--- src/rtl/irqc_pkg.sv ---
package irqc_pkg;
  typedef enum logic [1:0] {
    SEL_PEND  = 2'd0,
    SEL_FORCE = 2'd1,
    SEL_MASK  = 2'd2,
    SEL_NONE  = 2'd3
  } reg_sel_e;
endpackage

--- src/rtl/irqc_regs.sv ---
module irqc_regs
  import irqc_pkg::*;
#(
  parameter int NLVL = 16,
  localparam int LVLW = $clog2(NLVL)
) (
  input  logic            clk,
  input  logic            rst_n,
  input  logic [NLVL-1:0] periph_irq,
  input  logic            wr_en,
  input  reg_sel_e        wr_sel,
  input  logic [NLVL-1:0] wdata,
  input  logic            ack_valid,
  input  logic [LVLW-1:0] ack_level,
  output logic [NLVL-1:0] pend_q,
  output logic [NLVL-1:0] force_q,
  output logic [NLVL-1:0] mask_q
);
  // bit 0 is never a real level
  localparam logic [NLVL-1:0] LEGAL = {{(NLVL-1){1'b1}}, 1'b0};

  logic [NLVL-1:0] ack_dec;
  logic [NLVL-1:0] clr_force, clr_pend;
  logic [NLVL-1:0] pend_d, force_d, mask_d;

  always_comb begin
    ack_dec   = ack_valid ? (NLVL'(1) << ack_level) : '0;
    // acknowledge consumes a forced request before a pending one
    clr_force = ack_dec & force_q;
    clr_pend  = ack_dec & ~force_q;

    pend_d  = (wr_en && wr_sel == SEL_PEND)  ? wdata : (pend_q & ~clr_pend);
    pend_d  = (pend_d | periph_irq) & LEGAL;
    force_d = (wr_en && wr_sel == SEL_FORCE) ? wdata : (force_q & ~clr_force);
    force_d = force_d & LEGAL;
    mask_d  = (wr_en && wr_sel == SEL_MASK)  ? wdata : mask_q;
    mask_d  = mask_d & LEGAL;
  end

  always_ff @(posedge clk) begin
    if (!rst_n) begin
      pend_q  <= '0;
      force_q <= '0;
      mask_q  <= '0;
    end else begin
      pend_q  <= pend_d;
      force_q <= force_d;
      mask_q  <= mask_d;
    end
  end

  assert_req_sets_R4: assert property (@(posedge clk) disable iff (!rst_n)
    (|(periph_irq & LEGAL)) |=> ((pend_q & $past(periph_irq) & LEGAL) == ($past(periph_irq) & LEGAL)));

  assert_ack_force_R7: assert property (@(posedge clk) disable iff (!rst_n)
    (ack_valid && ack_level != '0 && force_q[ack_level] && !(wr_en && wr_sel == SEL_FORCE))
    |=> !force_q[$past(ack_level)]);

  assert_ack_keeps_pend_R7: assert property (@(posedge clk) disable iff (!rst_n)
    (ack_valid && ack_level != '0 && force_q[ack_level] && !(wr_en && wr_sel == SEL_PEND))
    |=> (pend_q[$past(ack_level)] == ($past(pend_q[ack_level]) | $past(periph_irq[ack_level]))));

  assert_ack_clears_pend_R8: assert property (@(posedge clk) disable iff (!rst_n)
    (ack_valid && ack_level != '0 && !force_q[ack_level] && !periph_irq[ack_level]
     && !(wr_en && wr_sel == SEL_PEND))
    |=> !pend_q[$past(ack_level)]);
endmodule

--- src/rtl/irqc_prio.sv ---
module irqc_prio #(
  parameter int NLVL = 16,
  localparam int LVLW = $clog2(NLVL)
) (
  input  logic [NLVL-1:0] req,
  input  logic [NLVL-1:0] enable,
  output logic [LVLW-1:0] level
);
  // the top level bypasses the enable bit
  localparam logic [NLVL-1:0] ALWAYS_ON = {1'b1, {(NLVL-1){1'b0}}};

  logic [NLVL-1:0] elig;
  logic [LVLW-1:0] chain [NLVL];

  assign elig     = req & (enable | ALWAYS_ON);
  assign chain[0] = '0;

  for (genvar g = 1; g < NLVL; g++) begin : g_casc
    assign chain[g] = elig[g] ? LVLW'(g) : chain[g-1];
  end

  assign level = chain[NLVL-1];
endmodule

--- src/rtl/irq_level_ctrl.sv ---
module irq_level_ctrl
  import irqc_pkg::*;
#(
  parameter int NLVL = 16,
  localparam int LVLW = $clog2(NLVL)
) (
  input  logic            clk,
  input  logic            rst_n,
  input  logic [NLVL-1:0] periph_irq,
  input  logic            reg_wr_en,
  input  logic [1:0]      reg_addr,
  input  logic [NLVL-1:0] reg_wdata,
  output logic [NLVL-1:0] reg_rdata,
  input  logic            ack_valid,
  input  logic [LVLW-1:0] ack_level,
  output logic [LVLW-1:0] irq_level
);
  reg_sel_e        sel;
  logic [NLVL-1:0] pend_q, force_q, mask_q;

  assign sel = reg_sel_e'(reg_addr);

  irqc_regs #(.NLVL(NLVL)) u_regs (
    .clk       (clk),
    .rst_n     (rst_n),
    .periph_irq(periph_irq),
    .wr_en     (reg_wr_en),
    .wr_sel    (sel),
    .wdata     (reg_wdata),
    .ack_valid (ack_valid),
    .ack_level (ack_level),
    .pend_q    (pend_q),
    .force_q   (force_q),
    .mask_q    (mask_q)
  );

  irqc_prio #(.NLVL(NLVL)) u_prio (
    .req   (pend_q | force_q),
    .enable(mask_q),
    .level (irq_level)
  );

  always_comb begin
    unique case (sel)
      SEL_PEND:  reg_rdata = pend_q;
      SEL_FORCE: reg_rdata = force_q;
      SEL_MASK:  reg_rdata = mask_q;
      default:   reg_rdata = '0;
    endcase
  end

  assert_bit0_zero_R3: assert property (@(posedge clk) disable iff (!rst_n)
    !reg_rdata[0]);

  assert_level_has_req_R5: assert property (@(posedge clk) disable iff (!rst_n)
    (irq_level != '0) |-> (pend_q[irq_level] | force_q[irq_level]));

  assert_level_enabled_R5: assert property (@(posedge clk) disable iff (!rst_n)
    (irq_level != '0 && irq_level != LVLW'(NLVL-1)) |-> mask_q[irq_level]);

  assert_top_unmaskable_R6: assert property (@(posedge clk) disable iff (!rst_n)
    (pend_q[NLVL-1] | force_q[NLVL-1]) |-> (irq_level == LVLW'(NLVL-1)));

  assert_nop_ack_R10: assert property (@(posedge clk) disable iff (!rst_n)
    (ack_valid && ack_level == '0 && !reg_wr_en && periph_irq == '0)
    |=> $stable(pend_q) && $stable(force_q) && $stable(mask_q));
endmodule

--- config.mk ---
export PLATFORM = sky130hd
export DESIGN_NAME = irq_level_ctrl
export DESIGN_NICKNAME = d
export VERILOG_FILES = /design/src/rtl/irqc_pkg.sv /design/src/rtl/irqc_regs.sv /design/src/rtl/irqc_prio.sv /design/src/rtl/irq_level_ctrl.sv
export SDC_FILE = /design/constraint.sdc
export NUM_CORES = 1
export LEC_CHECK = 0
export ABC_AREA = 1
export BUFFER_PORTS_ARGS = -buffer_cell sky130_fd_sc_hd__buf_2
export CAP_MARGIN = 40
export CORE_MARGIN = 10
export CORE_UTILIZATION = 57
export CTS_CLUSTER_SIZE = 28
export DETAILED_ROUTE_END_ITERATION = 8
export GPL_TIMING_DRIVEN = 1
export PLACE_DENSITY = 0.85
export SLEW_MARGIN = 10
export SYNTH_ARGS = -nofsm -noshare
export SYNTH_HDL_FRONTEND = slang
export SYNTH_SLANG_ARGS = --single-unit
export TNS_END_PERCENT = 1
--- constraint.sdc ---
create_clock -name clk -period 4.15 [get_ports clk]
set_clock_uncertainty 0.15 [all_clocks]
set_input_delay 0.6225 -clock clk [delete_from_list [all_inputs] [get_ports clk]]
set_output_delay 0.6225 -clock clk [all_outputs]
set_load 0.01 [all_outputs]
## Yosys cells after proc, flatten, opt, wreduce, memory -nomap -nowiden

Cells that the tools add are included.

- Memories kept: 0
- Logic and storage cells: 42
- Memory bits (writable): 0
- Bits in latches: 0
- Register bits after elaboration: 48
- Bits in read-only memories: 0
- Output and inout bits: 20

- Add/subtract/negate cells: 0
- Multipliers: 0
- Equality and inequality tests: 2
- Shifts and indexed selects: 1
- Bitwise gates (word level): 10
- Divide/modulo/power cells: 0
- Magnitude comparators: 0
- Muxes and demuxes: 19
- Reduce and logical (&&, ||, !) cells: 4

Operators with widths:

| cell | number |
|---|---|
| AND 16 bit | 5 |
| 2-to-1 mux 4 bit | 14 |
| 2-to-1 mux 16 bit | 3 |
| NOT 16 bit | 3 |
| one-hot mux 16 bit (3 select lines) | 1 |
| OR 16 bit | 2 |
| << shifter 1 x 4 -> 16 bit (first input constant) | 1 |
| logical AND 1 bit | 3 |
| == test 2 x 1 -> 1 bit (second input constant) | 1 |
| == test 2 bit (second input constant) | 1 |
| zero test 2 bit | 1 |
| 2-to-1 mux 1 bit | 1 |

## Longest topological paths before layout

Gate-level depths: netlist of run 1.

- Word-level depth: 17
- Mapped depth: 16
- Gate-level depth less buffers: 16

## By module

From an unflattened synthesis of run 1, not the netlist that was laid out.

- Cells, all modules: 478
- Area, all modules: 2974.1 µm²

Modules (own cells, without submodules):

| module | cells each | area each (µm²) | seq. area each (µm²) | times used |
|---|---|---|---|---|
| irqc_regs | 342 | 2208.4 | 900.9 | 1 |
| irq_level_ctrl | 90 | 558.0 | 0.0 | 1 |
| irqc_prio | 46 | 207.7 | 0.0 | 1 |

## Worst setup path before layout of run 1

OpenSTA, ideal clock, no wires.

- Path type: in2out
- Start: input port reg_addr[0]
- End: output port reg_rdata[10]
- Data arrival time: 1.335 ns
- Required time: 3.377 ns
- Stages: 5
- Slack: 2.043 ns
- Cells stage by stage: inv_1 -> nor2_2 -> clkbuf_1 -> nand2_1 -> o211ai_1

- Word-level cells in the longest chain between the ends: 2

Ends and longest elaborated chain:

| element | RTL line | RTL |
|---|---|---|
| start, declared | irq_level_ctrl.sv:11 | `input logic [1:0] reg_addr,` |
| == test 2 bit (tied with other cells) | irq_level_ctrl.sv:44 | `unique case (sel)` |
| one-hot mux 16 bit (3 select lines) (*) | irq_level_ctrl.sv:44 |  |
| end, declared | irq_level_ctrl.sv:13 | `output logic [NLVL-1:0] reg_rdata,` |

Every way passes the cells marked *; elsewhere a longest branch is shown, timed or not.

## Worst setup path in the final report of run 1

- Start: input port reg_addr[0]
- End: output port reg_rdata[13]

The elaborated chain is that of the path after synthesis.

==> metrics, run 1 <==
DRC Markers=0; drt via density=5.63; worst reg2reg startpoint=u_regs.force_q[9]; crit path kind=in -> out; Core Box Area=~0.004 mm2; Slowest-stage cell, CP=nor2_2; layout cells sized above 1=18.8%; WL per Instance=15.2 um; status=completed; Syn-to-layout area delta=16.9%; worst skew pair latency=about 0.30 ns; Final min period=between 2 and 3 ns; Worst Hold End=u_regs.mask_q[15]; initial core utilization=59.3%; Yosys Warn Count=0; Worst Path Required=3.38 ns; Final ANT Viol Nets=0; Worst EP arrival=1.82 ns; cts repair resizes=0; Peak supply drop=approximately 0.28 mV; Worst slew margin=roughly half; RSZ-0062 raised after global routing=no; Syn Nets=395; routed wire length=6.89 mm; chip height=84.5 um; CTS tree=built; CTS H-tree lvls=2; worst-margin pin slew=0.740 ns; Hold-fix buffers, CTS=0; clk buf depth=2; Buffers & Inverters on Critical Path=3; CP Capture Type=primary output; total track usage=18.9%; via count=between 2000 and 3000; # diodes=0; Tcrit/Tclk final=~63%; Final Hold Fails=0; Post-DP HPWL=4.88 mm; nets@finish=approximately 450; GP Congestion=0.868; Netlist cell types=23; total power=944 uW; TritonCTS buffer count=5; Cell Rows=23; first-pass GRT wire length=~12 mm; FF-to-FF End=u_regs.pend_q[9]; Syn Area/Cell=about 6.7 um2; Detailed Route Iter0 Violations=214; drt first pass iters=5; FMAX=385 MHz; I/O pin count=62; Max stage delay on crit path=about 0.57 ns; hold path depth=2; port bufs=58; Worst Path Max Fanout=16; Leak Pwr=0.00119 uW; CP startpoint kind=primary input; crit-path cells=buf_2, inv_1, nor2_2, nand2_1, o211ai_1, buf_2; r2r setup slk=2.94 ns; Cell Pwr Density=340 mW/mm2; MaxCap Viol Count=0; vias in the first global route=2548; pin count of the biggest net entering global routing=32; total gr overflow=0; Final Util=69.3%; chip width=84.5 um; critical path's top delay family=simple AND/OR/NAND/NOR gates; Hold Crit Class=reg -> reg; final setup vio count=0; Mapped Cells=between 300 and 400; Mapped Area=0.00237 mm2; Worst path most repeated cell=buf_2; Max Slew Vio Count=0; # fillers=350; R2R cell count=2; antenna violations before repair=0; most frequent cells in the layout=83 x nand2_1, 58 x buf_2, 49 x inv_1, 47 x o21ai_0, 45 x dfxtp_1; hold_sp=u_regs.mask_q[15]; most common cell after layout, fill and taps aside=nand2_1; # clock sinks=45; Seq/Total Area, Yosys=around 38%; Root Buffer=clkbuf_8; worst setup path startpoint=reg_addr[0]; setup TNS=0 ns; Die Area=between 0.007 and 0.008 mm2; setup bufs post-CTS=0; register bit total from synthesis=45; Clk pin slew, worst setup/hold paths=0.08 ns
worst max-delay path by stage:
stage | slack, ns | cells after the start | end
after floorplan | 2.04 | 5 | reg_rdata[10]
after global placement | 1.57 | 6 | reg_rdata[2]
after detailed placement | 1.54 | 6 | reg_rdata[13]
after CTS | 1.54 | 6 | reg_rdata[13]
after global routing | 1.42 | 6 | reg_rdata[2]
final | 1.56 | 6 | reg_rdata[13]
metal layers:
metal	vias up	GRT usage, %	share of wire, %
met5	-	0	0
met4	0	4.49	0.64
met1	1161	22.7	43
met3	6	5.22	7.8
li1	1279	-	-
met2	108	32.5	49
Yosys cell counts:
library cell / instances / area (um2)
a21oi_1: 31 / 155
dfxtp_1: 45 / 901
nand4_1: 1 / 6.26
inv_1: 49 / 184
nand2_1: 83 / 312
nand3_1: 1 / 5.00
o21bai_1: 1 / 7.51
buf_4: 2 / 15.0
o21ai_2: 2 / 17.5
inv_2: 2 / 7.51
conb_1: 1 / 3.75
a31oi_1: 15 / 93.8
o21ai_0: 47 / 235
o211ai_1: 23 / 173
nor2_2: 1 / 6.26
nor2_1: 22 / 82.6
clkbuf_1: 12 / 45.0
o21ai_4: 1 / 16.3
nor2_4: 1 / 11.3
buf_2: 3 / 15.0
nand2_2: 1 / 6.26
and2_1: 2 / 12.5
o311ai_0: 7 / 61.3
layout make-up:
| cell class | count | area, um2 | area share (%) |
|---|---|---|---|
| sequential | 45 | 901 | 32.5 |
| clock buffer | 7 | 96.3 | 3.47 |
| clock inverter | 1 | 5.00 | 0.180 |
| timing repair buffer | 60 | 313 | 11.3 |
| multi-input combinational | 240 | 1200 | 43.4 |
| inverter | 51 | 191 | 6.90 |
| tap | 50 | 62.6 | 2.26 |
worst min-delay path, stage by stage (launching register included):
cell and delay (ns):
dfxtp_1 0.30, inv_1 0.06, a21oi_1 0.05
kinds of logic after synthesis:
group | synth area share [%]
AO/OA/AOI/OAI | 32.0
AND/OR/NAND/NOR | 18.6
buffers and inverters | 11.2
other | 0.158
flip-flops | 38.0
sequential cells by signal, summed over array words and instances, names as in the netlist:
| name | flops |
|---|---|
| u_regs.pend_q | 15 |
| u_regs.force_q | 15 |
| u_regs.mask_q | 15 |
report_power, final:
part,total (uW),switching (uW),internal [uW],leakage [uW]
clock,300,149,151,0.0000542
sequential,477,19.4,458,0.000371
combinational,167,103,63.7,0.000766
total,944,272,672,0.00119
metrics by stage:
step,area (um2),std cells,setup WS [ns],hold slack [ns]
final,2770,454,1.56,0.310
after global placement,2660,445,1.57,0.292
after detailed placement,2670,446,1.54,0.304
after CTS,2770,454,1.54,0.315
after floorplan,2370,353,2.04,0.280
after global routing,2770,454,1.42,0.338
Power figures use the tool's default switching activity.
==> run 2, diff against run 1 <==
- CORE_UTILIZATION: 57 -> 52
- PLACE_DENSITY: 0.85 -> 0.79
- clock period: 4.15 -> 2.65 ns (I/O delays scaled with it)
==> metrics, run 2 (same netlist as run 1, synthesis figures left out) <==
status=completed; Final min period=2.29 ns; area occupied by multi-input gates=0.00120 mm2 (unchanged); # diodes=0 (unchanged); MaxCap Viol Count=0 (unchanged); drt first pass iters=4 (-1); Cell Pwr Density=547 mW/mm2 (+61%); # fillers=407 (+16%); Final Hold Fails=0 (unchanged); Clk pin slew, worst setup/hold paths=0.09 ns (about the same); cell count after placement=452 (+1.3%); CTS H-tree lvls=2 (unchanged); CTS tree=built; worst-margin pin slew=0.659 ns (-0.0807 ns); chip height=87.5 um (+3.6%); Max Slew Vio Count=0 (unchanged); CP Capture Type=primary output; Worst slew margin=55.9% (+5.3 points); Root Buffer=clkbuf_8; TritonCTS buffer count=5 (unchanged); most common cell after layout, fill and taps aside=nand2_1; top flop regs=u_regs.force_q (15), u_regs.mask_q (15), u_regs.pend_q (15); setup TNS=0 ns (unchanged); CP startpoint kind=flop; Slowest-stage cell, CP=dfxtp_1; setup bufs post-CTS=0 (unchanged); cts repair resizes=0 (unchanged); Hold Crit Class=in -> reg; worst skew pair latency=0.30 ns (about the same); drt via density=5.46 (-2.9%); FMAX=about 440 MHz; Syn-to-layout area delta=18.4%; routed wire length=6.78 mm (-1.7%); WL per Instance=14.7 um (-2.9%); pin count of the biggest net entering global routing=31 (-3.1%); Post-DP HPWL=4.82 mm (-1.1%); Cell Rows=24 (+4.3%); Peak supply drop=0.384 mV (+37%); Worst EP arrival=1.74 ns (-0.08 ns); Leak Pwr=0.00121 uW (+1.4%); vias in the first global route=2470 (-3.1%); FF+latch area=901 um2 (unchanged); initial core utilization=54.1% (-5.2 points); RSZ-0062 raised after global routing=no; Final Util=64.1% (-5.3 points); crit path kind=reg -> out; total track usage=17.9% (-1.0 points); Die Area=0.00766 mm2 (+7.3%); GP Congestion=0.825 (-5.0%); Finished Layout Cells=460 (+1.3%); Worst Path Max Fanout=4 (-12); Final Cell Area=0.00281 mm2 (+1.3%); Core Box Area=0.00438 mm2 (+9.6%); Worst Path Required=2.10 ns (-1.28 ns); antenna violations before repair=0 (unchanged); Area after DPL=0.00270 mm2 (+0.94%); port bufs=58 (unchanged); crit-path cells=o21ai_2, nand2_1, nand2_1, nand2_1, nand2_1, nand2_1, nand2_1, nand2_1, nand2_1, nand2_1, nand2_1, nand2_1, nand2_1, nand2_1, nand2_1, buf_2; Tcrit/Tclk final=86.3%; most frequent cells in the layout=83 x nand2_1, 58 x buf_2, 49 x inv_1, 47 x o21ai_0, 45 x dfxtp_1; nets@finish=449 (+0.90%); Worst path most repeated cell=nand2_1; DRC Markers=0 (unchanged); final setup vio count=0 (unchanged); Buffers & Inverters on Critical Path=1 (-2); Max stage delay on crit path=0.35 ns (-0.22 ns); Hold-fix buffers, CTS=0 (unchanged); via count=2513 (-1.6%); clk buf depth=2 (unchanged); I/O pin count=62 (unchanged); first-pass GRT wire length=11.2 mm (-2.5%); Final ANT Viol Nets=0 (unchanged); layout cells sized above 1=19.4% (+0.55 points); # clock sinks=45 (unchanged); critical path's top delay family=simple AND/OR/NAND/NOR gates; total gr overflow=0 (unchanged); Detailed Route Iter0 Violations=183 (-14%); total power=1540 uW (+63%); chip width=87.5 um (+3.6%)
run 2: cell types whose count changed in the layout (fill, tap and decap cells not counted), sizes merged:
cell	previous run	this run
buf	60	64
bufinv	0	1
clkbuf	7	6
run 2: path summary, 6_finish.rpt:
check | startpoint | end | slack [ns] | cells past startpoint
hold reg to reg | u_regs.mask_q[15] | u_regs.mask_q[15] | 0.30 | 2
setup / recovery | u_regs.force_q[2] | irq_level[0] | 0.36 | 16
setup reg to reg | u_regs.force_q[9] | u_regs.pend_q[9] | 1.52 | 2
hold / removal | periph_irq[1] | u_regs.pend_q[1] | 0.19 | 3
run 2: routing by layer:
metal	track usage, %	share of wire (%)
met3	4.92	6.2
met4	5.22	1.1
met2	31.0	49
met1	21.1	44
met5	0	0
run 2: through the flow:
step | hold slack (ns) | setup slack, ns
after floorplan | 0.280 | 0.952
after global placement | 0.290 | 0.550
after detailed placement | 0.296 | 0.546
after CTS | 0.190 | 0.364
after global routing | 0.192 | 0.205
final | 0.190 | 0.363
run 2: area by class of cell:
type,instances,share of cell area [%]
repair buffers,64,11.9
inverters,51,6.82
flip-flops and latches,45,32.1
clock buffers,6,2.58
clock inverters,2,1.38
well taps,52,2.32
multi-input cells,240,42.9
run 2: power breakdown:
group	internal, uW	leakage [uW]	switching, uW
clock	283	0.0000554	246
combinational	102	0.000782	159
sequential	717	0.000371	30.1
total	1100	0.00121	434
run 2: worst reg2reg max path, stage by stage, from the launching register on:
cell	delay, ns
dfxtp_1	0.34
o311ai_0	0.38
a31oi_1	0.12
==> run 3, diff against run 2 <==
--- a/config.mk
+++ b/config.mk
@@ -10,9 +10,9 @@
 export CAP_MARGIN = 40
 export CORE_MARGIN = 10
-export CORE_UTILIZATION = 52
+export CORE_UTILIZATION = 47
 export CTS_CLUSTER_SIZE = 28
 export DETAILED_ROUTE_END_ITERATION = 8
 export GPL_TIMING_DRIVEN = 1
-export PLACE_DENSITY = 0.79
+export PLACE_DENSITY = 0.75
 export SLEW_MARGIN = 10
 export SYNTH_ARGS = -nofsm -noshare
==> constraint.sdc (replaced) <==
create_clock -name clk -period 2 [get_ports clk]
set_clock_uncertainty 0.15 [all_clocks]
set_input_delay 0.3 -clock clk [delete_from_list [all_inputs] [get_ports clk]]
set_output_delay 0.3 -clock clk [all_outputs]
set_load 0.1 [all_outputs]
==> metrics, run 3 (same netlist as run 1, synthesis figures left out) <==
Final Util=66.6% (+2.6 points); GP Congestion=0.850 (+3.1%); clk buf depth=2 (unchanged); nets@finish=455 (+1.3%); pin count of the biggest net entering global routing=31 (unchanged); setup slack at placement=0.0647 ns (-0.481 ns); antenna violations before repair=0 (unchanged); Leak Pwr=0.00131 uW (+8.4%); cell count after placement=469 (+3.8%); worst skew pair latency=0.30 ns (about the same); Final Cell Area=0.00321 mm2 (+14%); setup TNS=-0.257 ns (-0.257 ns); total track usage=16.3% (-1.6 points); most common cell after layout, fill and taps aside=nand2_1; TritonCTS buffer count=5 (unchanged); Hold-fix buffers, CTS=0 (unchanged); Hold Crit Class=in -> reg; Worst EP arrival=1.75 ns (about the same); CP startpoint kind=flop; CTS H-tree lvls=2 (unchanged); routed wire length=6.98 mm (+2.9%); MaxCap Viol Count=0 (unchanged); top flop regs=u_regs.force_q (15), u_regs.mask_q (15), u_regs.pend_q (15); Max stage delay on crit path=0.33 ns (-0.02 ns); Final ANT Viol Nets=0 (unchanged); Final min period=2.20 ns; chip height=91.0 um (+4.0%); Tcrit/Tclk final=110%; FMAX=around 450 MHz; initial core utilization=49.2% (-4.9 points); Worst path most repeated cell=nand2_1; chip width=91.0 um (+4.0%); Final Hold Fails=0 (unchanged); drt first pass iters=4 (unchanged); CTS tree=built; failing checks=negative setup slack; Area after DPL=0.00306 mm2 (+14%); total gr overflow=0 (unchanged); Worst Path Required=1.55 ns (-0.55 ns); most frequent cells in the layout=81 x nand2_1, 48 x inv_1, 40 x dfxtp_1, 39 x o21ai_0, 39 x buf_2; RSZ-0062 raised after global routing=yes; I/O pin count=62 (unchanged); # diodes=0 (unchanged); Root Buffer=clkbuf_8; critical path's top delay family=simple AND/OR/NAND/NOR gates; first-pass GRT wire length=11.5 mm (+2.6%); DRC Markers=0 (unchanged); Core Box Area=0.00482 mm2 (+9.9%); Peak supply drop=0.442 mV (+15%); CP Capture Type=primary output; WL per Instance=14.5 um (-1.6%); layout cells sized above 1=23.9% (+4.6 points); crit-path cells=inv_2, nor2_1, nand2_1, nand2_1, nand2_1, nand2_1, nand2_1, nand2_1, nand2_1, nand2_1, nand2_1, nand2_1, nand2_1, nand2_1, nand2_1, nand2_2, buf_12; Cell Pwr Density=715 mW/mm2 (+31%); drt via density=5.31 (-2.7%); # clock sinks=45 (unchanged); Cell Rows=25 (+4.2%); Worst Path Max Fanout=3 (-1); Buffers & Inverters on Critical Path=2 (+1); Clk pin slew, worst setup/hold paths=0.08 ns (about the same); Max Slew Vio Count=0 (unchanged); port bufs=58 (unchanged); vias in the first global route=2525 (+2.2%); Die Area=0.00829 mm2 (+8.2%); crit path kind=reg -> out; final setup vio count=2 (+2); Worst slew margin=59.4% (+3.5 points); Syn-to-layout area delta=35.3%; Slowest-stage cell, CP=dfxtp_2; via count=2556 (+1.7%); worst-margin pin slew=0.608 ns (-0.0515 ns); Finished Layout Cells=481 (+4.6%); Post-DP HPWL=4.99 mm (+3.5%); Setup WS post-layout=-0.203 ns (-0.567 ns); Detailed Route Iter0 Violations=128 (-30%); status=finished with violations
[run 3: cell types whose count changed in the layout (fill, tap and decap cells not counted), sizes merged]
cell / before / now
clkinv: 1 / 0
clkbuf: 6 / 8
bufinv: 1 / 0
buf: 64 / 70
[run 3: through the flow]
step	hold WS [ns]	total power, uW
floorplan	0.280	1470
global placement	0.292	1730
detailed placement	0.306	1740
CTS	0.0991	2290
global route	0.0920	2390
finish	0.0982	2300
[run 3: layer usage]
layer,GRT usage [%],wire length [um],vias to the layer above
met5,0,0,-
met4,3.79,78,0
met3,5.19,502,8
met2,29.0,3360,71
met1,18.5,3040,1177
li1,-,-,1300
[run 3: cell type report]
| type | count | area (um2) |
|---|---|---|
| Fill cell | 444 | 1610 |
| Multi-Input combinational cell | 240 | 1250 |
| Sequential cell | 45 | 907 |
| Timing Repair Buffer | 70 | 678 |
| Inverter | 51 | 208 |
| Tap cell | 67 | 83.8 |
| Clock buffer | 8 | 80.1 |
[run 3: power breakdown]
group / internal [uW] / switching (uW) / leakage, uW
clock network: 249 / 307 / 0.0000395
registers: 952 / 45.2 / 0.000373
logic: 253 / 490 / 0.000898
total: 1450 / 842 / 0.00131
[run 3: worst paths after layout]
path / cells after the start / to / startpoint / slack [ns]
hold / removal: 3 / u_regs.pend_q[4] / periph_irq[4] / 0.1
setup reg to reg: 2 / u_regs.pend_q[9] / u_regs.force_q[9] / 0.87
hold reg to reg: 2 / u_regs.mask_q[15] / u_regs.mask_q[15] / 0.32
setup / recovery: 17 / irq_level[0] / u_regs.mask_q[1] / -0.20
[run 3: what timing repair did]
action / 4_1_cts / 5_1_grt
gates cloned: 0 / 0
endpoints found under the setup margin: 4 / 4
setup buffers: 4 / 0
pin swaps: 2 / 0
gates resized for setup: 9 / 13
endpoints found under the hold margin: 0 / 0
[run 3: worst register-to-register path: stages (launching register included)]
cell	delay [ns]
dfxtp_1	0.36
o311ai_0	0.36
a31oi_1	0.13
